`src/rtl/tmt_pkg.sv`:
```
package tmt_pkg;
  typedef enum logic [2:0] {
    MM_SWUPD  = 3'd0,
    MM_ENABLE = 3'd1,
    MM_UPDATE = 3'd2,
    MM_CPULSE = 3'd3,
    MM_REF1   = 3'd4,
    MM_REF2   = 3'd5,
    MM_REF3   = 3'd6,
    MM_REF4   = 3'd7
  } mm_sel_e;

  localparam int MODE_LSB = 4;
  localparam int MODE_W   = 3;
  localparam int INSEL_BIT = 7;

  function automatic logic hall_combine(input logic [2:0] h);
    return h[0] ^ h[1] ^ h[2];
  endfunction
endpackage

```
`src/rtl/tmt_ctrl_reg.sv`:
```
module tmt_ctrl_reg
  import tmt_pkg::*;
(
  input  logic        clk,
  input  logic        rst_n,
  input  logic        wr_en,
  input  logic [31:0] wr_data,
  output logic [MODE_W-1:0] mode_q,
  output logic        insel_q,
  output logic [31:0] rd_q
);
  logic unused_wr_bits;
  assign unused_wr_bits = ^{wr_data[31:INSEL_BIT+1], wr_data[MODE_LSB-1:0]};

  always_ff @(posedge clk or negedge rst_n) begin
    if (!rst_n) begin
      mode_q  <= '0;
      insel_q <= 1'b0;
    end else if (wr_en) begin
      mode_q  <= wr_data[MODE_LSB +: MODE_W];
      insel_q <= wr_data[INSEL_BIT];
    end
  end

  always_comb begin
    rd_q = '0;
    rd_q[MODE_LSB +: MODE_W] = mode_q;
    rd_q[INSEL_BIT] = insel_q;
  end
endmodule

```
`src/rtl/tmt_counter.sv`:
```
module tmt_counter #(
  parameter int CNT_W = 8,
  parameter int NCH   = 4
) (
  input  logic                      clk,
  input  logic                      rst_n,
  input  logic                      cen,
  input  logic                      ug,
  input  logic [CNT_W-1:0]          reload,
  input  logic [NCH-1:0][CNT_W-1:0] cmp_val,
  output logic [CNT_W-1:0]          cnt,
  output logic                      uev,
  output logic                      cc1_evt,
  output logic [NCH-1:0]            ocref
);
  logic wrap;

  assign wrap    = cen && (cnt == reload);
  assign uev     = ug || wrap;
  assign cc1_evt = cen && (cnt == cmp_val[0]);

  always_ff @(posedge clk or negedge rst_n) begin
    if (!rst_n)      cnt <= '0;
    else if (ug)     cnt <= '0;
    else if (wrap)   cnt <= '0;
    else if (cen)    cnt <= cnt + 1'b1;
  end

  for (genvar k = 0; k < NCH; k++) begin : g_ref
    assign ocref[k] = (cnt < cmp_val[k]);
  end
endmodule

```
`src/rtl/tmt_trig_sel.sv`:
```
module tmt_trig_sel
  import tmt_pkg::*;
#(
  parameter int NCH = 4
) (
  input  logic              clk,
  input  logic              rst_n,
  input  logic [MODE_W-1:0] mode,
  input  logic              ug,
  input  logic              cen,
  input  logic              uev,
  input  logic              cc1_evt,
  input  logic [NCH-1:0]    ocref,
  output logic              trgo
);
  localparam int REF_SEL_W = $clog2(NCH);
  logic src;
  logic [REF_SEL_W-1:0] ref_idx;

  assign ref_idx = mode[REF_SEL_W-1:0];

  always_comb begin
    case (mm_sel_e'(mode))
      MM_SWUPD:  src = ug;
      MM_ENABLE: src = cen;
      MM_UPDATE: src = uev;
      MM_CPULSE: src = cc1_evt;
      default:   src = ocref[ref_idx];
    endcase
  end

  always_ff @(posedge clk or negedge rst_n) begin
    if (!rst_n) trgo <= 1'b0;
    else        trgo <= src;
  end
endmodule

```
`src/rtl/tmt_master_trig.sv`:
```
module tmt_master_trig
  import tmt_pkg::*;
#(
  parameter int CNT_W = 8
) (
  input  logic                  clk,
  input  logic                  rst_n,
  input  logic                  wr_en,
  input  logic [31:0]           wr_data,
  output logic [31:0]           ctrl_q,
  input  logic                  cen,
  input  logic                  ug,
  input  logic [CNT_W-1:0]      reload,
  input  logic [3:0][CNT_W-1:0] cmp_val,
  input  logic [2:0]            hall_in,
  input  logic                  ti1_in,
  output logic                  ti1m,
  output logic                  trgo
);
  localparam int NCH = 4;

  logic [MODE_W-1:0] mode_q;
  logic              insel_q;
  logic [CNT_W-1:0]  cnt;
  logic              uev;
  logic              cc1_evt;
  logic [NCH-1:0]    ocref;

  tmt_ctrl_reg u_ctrl (
    .clk(clk), .rst_n(rst_n), .wr_en(wr_en), .wr_data(wr_data),
    .mode_q(mode_q), .insel_q(insel_q), .rd_q(ctrl_q)
  );

  tmt_counter #(.CNT_W(CNT_W), .NCH(NCH)) u_cnt (
    .clk(clk), .rst_n(rst_n), .cen(cen), .ug(ug), .reload(reload),
    .cmp_val(cmp_val), .cnt(cnt), .uev(uev), .cc1_evt(cc1_evt), .ocref(ocref)
  );

  tmt_trig_sel #(.NCH(NCH)) u_sel (
    .clk(clk), .rst_n(rst_n), .mode(mode_q), .ug(ug), .cen(cen), .uev(uev),
    .cc1_evt(cc1_evt), .ocref(ocref), .trgo(trgo)
  );

  assign ti1m = insel_q ? hall_combine(hall_in) : ti1_in;
endmodule

```
`config.mk`:
```
export PLATFORM = sky130hd
export DESIGN_NAME = tmt_master_trig
export DESIGN_NICKNAME = d
export VERILOG_FILES = /design/src/rtl/tmt_pkg.sv /design/src/rtl/tmt_ctrl_reg.sv /design/src/rtl/tmt_counter.sv /design/src/rtl/tmt_trig_sel.sv /design/src/rtl/tmt_master_trig.sv
export SDC_FILE = /design/constraint.sdc
export NUM_CORES = 1
export LEC_CHECK = 0
export BUFFER_PORTS_ARGS = -buffer_cell sky130_fd_sc_hd__buf_2
export CORE_UTILIZATION = 35
export DETAILED_ROUTE_END_ITERATION = 7
export GPL_TIMING_DRIVEN = 1
export PLACE_DENSITY = 0.78
export RECOVER_POWER = 50
export SYNTH_ARGS = -nofsm -noshare
export SYNTH_HDL_FRONTEND = slang
export SYNTH_HIERARCHICAL = 1
export SYNTH_SLANG_ARGS = --single-unit
```
`constraint.sdc`:
```
create_clock -name clk -period 2.6 [get_ports clk]
set_clock_uncertainty 0.05 [all_clocks]
set_input_delay 0.26 -clock clk [delete_from_list [all_inputs] [get_ports clk]]
set_output_delay 0.26 -clock clk [all_outputs]
set_load 0.03 [all_outputs]
```
==> flow_summary.toml <==
[yosys]
synth_ff_type = "dfrtp_1"
synth_area_leader_cell = "ha_1"
ys_seq_area_share_pct = 18.7
synth_async_sr_flop_share_pct = 100
yosys_register_bits = 13
yosys.area.top_type_share_pct = 21.6
yosys-top-cells-area = "ha_1, dfrtp_1, buf_4"
yosys_warnings = 6
synth_edf_count = 0
synth.avg_cell_area_sq_um = 9.05
netlist_instances = 192
synth.distinct_cells = 34
mappedNetlistArea_sq_mm = 0.00174

[cells_and_area]
drive_above_1_share_pct = 28.7
area_delta_synth_final_pct = 17.1
nNetsFinal = 363
final_cells = 318
antenna_cells = 0
finish.utilization_pct = 42.8
nFillCells = 497

[sta]
report.final.slew_viol_count = 0
slew_headroom_pct = 50.9
fmax_mhz = 449
finalCritPeriodShare_pct = 85.7
rsz0062_at_grt = "no"
final-hold-violation-count = 0
fin_crit_ns = 2.23
setup_viol = 0
tns_ns = 0
worst_pin_slew_ns = 0.737
fin_ws_ns = 0.371

[clocking]
worst_skew_pair.late_latency_ns = 0.24
numCtsBuffers = 3
cts_tree = "yes"
cts_sinks = 13
post-cts-setup-buffers = 0
clk_pin_slew_worst_paths_ns = 0.06
cts-root-buf = "clkbuf_8"
cts_max_level = 1
cts_buffer_depth = 2

[route]
drtIter0Drc = 40
firstDrtPassIters = 4
vias = 1418
ant_nets = 0
wl_mm = 3.60
via_per_inst = 4.46
post_drt_wl_per_cell_um = 11.3
drc = 0

[floorplanning]
fp.dieW_um = 72.5
rows = 25
core_area_sq_mm = 0.00475
die_h_um = 72.5
die-area_sq_mm = 0.00525
start_util_pct = 36.6
io_pins = 115

[global_route]
grt_overflow = 0
grt_pass1_vias = 1347
grt_max_degree = 14
grt_pass1_wl_mm = 6.02
grtUsageTotal_pct = 14.7
antenna_found_initial = 0

[place]
place_congestion = 0.838
hpwl_mm = 3.09
place.port_buffers = 58
dpl_worst_slack_ns = 0.377
placed_cells = 313

[setup_path]
crit-reg2reg-launch = "u_cnt/cnt[1]"
worstPathArrival_ns = 2.30
setup.worst_path.class = "reg -> reg"
cp_cell_sequence = "ha_1 > a21o_1 > a211oi_1 > o31a_1 > mux4_1 > mux2_2"
slowest_delay_ns = 0.51
critPathRequiredTime_ns = 2.67
crit_path_top_delay_cell = "dfrtp_1"
reg2reg_to = "u_sel/trgo"
path_delay_family = "multiplexers"
crit_path_start_kind = "flop"
regToRegSetupSlack_ns = 0.37
reg2reg_depth = 6
critPathMaxFanout = 8
cp-end-kind = "flop"
crit_buf_inv = 0

[power_and_ir_drop]
total_power_mw = 0.643
cellLeakagePower_nw = 1.23
vdd_drop_max_v = 0.000166
power_density_mw_per_mm2 = 316

[hold_path]
hp-start = "wr_data[7]"
hold_depth = 2
hp-class = "in -> reg"
holdPathEnd = "u_ctrl/insel_q"

[flow_run]
maxCapViolations = 0

[status]
status = "completed"
power by group:
group | internal [mW] | leakage [nW] | total, mW | switching, mW
clock | 0.108 | 0.0228 | 0.183 | 0.0744
combinational | 0.0907 | 1.04 | 0.232 | 0.142
sequential | 0.214 | 0.168 | 0.228 | 0.0140
total | 0.412 | 1.23 | 0.643 | 0.230
worst max path at each step:
stage,slack (ns),cells past startpoint,start,end
2_1_floorplan,0.55,7,u_cnt/cnt[2],u_sel/trgo
3_3_place_gp,0.40,6,u_cnt/cnt[1],u_sel/trgo
3_5_place_dp,0.38,6,u_cnt/cnt[1],u_sel/trgo
4_1_cts,0.37,6,u_cnt/cnt[1],u_sel/trgo
5_1_grt,0.27,7,u_cnt/cnt[1],u_sel/trgo
6_report,0.37,6,u_cnt/cnt[1],u_sel/trgo
metal layers:
metal,GRT usage [%],vias to the layer above,routed length (um)
met2,26.5,48,1750
met5,0,-,0
met1,17.6,649,1650
met4,3.49,0,14
met3,3.33,2,193
li1,-,719,-
per-stage QoR:
step | cell area, sq um | hold WS (ns)
6_report | 2030 | 0.204
5_1_grt | 2030 | 0.204
4_1_cts | 2040 | 0.202
3_5_place_dp | 1980 | 0.114
3_3_place_gp | 1980 | 0.107
2_1_floorplan | 1840 | -0.0856
Yosys cell counts (3+ instances only):
library cell and number:
inv_1 31, a21o_1 9, mux2_2 5, xnor2_1 9
a21oi_1 6, buf_4 33, and3_1 3, o2111ai_1 4
xor2_1 4, nand4_1 3, dfrtp_1 13, ha_1 30
nor2_1 8, nand2_1 7, nand2b_1 3
timing repair:
action | in CTS | in global routing
hold buffers | 1 | 0
endpoints found under the hold margin | 13 | 0
resized for setup | 0 | 0
placed cells by master (no fill, tap or decap), types with 2 or more instances in the layout:
cell type  Yosys  final
nor2_1         8      8
a21oi_1        6      6
nand4_1        3      3
a31oi_1        2      2
mux2_2         5      5
o21ai_0        2      2
a211oi_1       2      2
nand2b_1       3      3
xor2_1         4      4
a221oi_1       2      2
clkbuf_8       0      3
ha_1          30     30
a21o_1         9      9
o2111ai_1      4      4
inv_1         31     31
and3_1         3      3
buf_2          0     57
buf_4         33      2
xnor2_1        9      9
mux4_1         2      2
conb_1         1     28
nand2_1        7      7
clkbuf_1       0      2
dfrtp_1       13     13
area by class of cell:
class,count,area (sq um),share of cell area [%]
multi-input combinational,142,1150,56.5
sequential,13,325,16.0
timing repair buffer,61,314,15.4
inverter,31,116,5.72
tap,67,83.8,4.12
clock buffer,4,45.0,2.21
state kept, by name, summed over array words and instances, names as in the netlist:
signal	cells
u_cnt/cnt	8
u_ctrl/insel_q	1
u_ctrl/mode_q	3
u_sel/trgo	1
cell families (layout without fill, tap and decap cells):
logic type | after synthesis | count (layout) | share of synthesized area (%)
XOR/XNOR | 15 | 15 | 8.86
AND/OR/NAND/NOR | 29 | 29 | 8.71
other | 1 | 28 | 0.216
buffers and inverters | 64 | 96 | 21.0
adder cells (fa/ha/maj) | 30 | 30 | 21.6
multiplexers | 8 | 8 | 7.13
AO/OA/AOI/OAI | 32 | 32 | 13.8
flip-flops | 13 | 13 | 18.7
No activity file was read; power rests on OpenSTA's default activity.
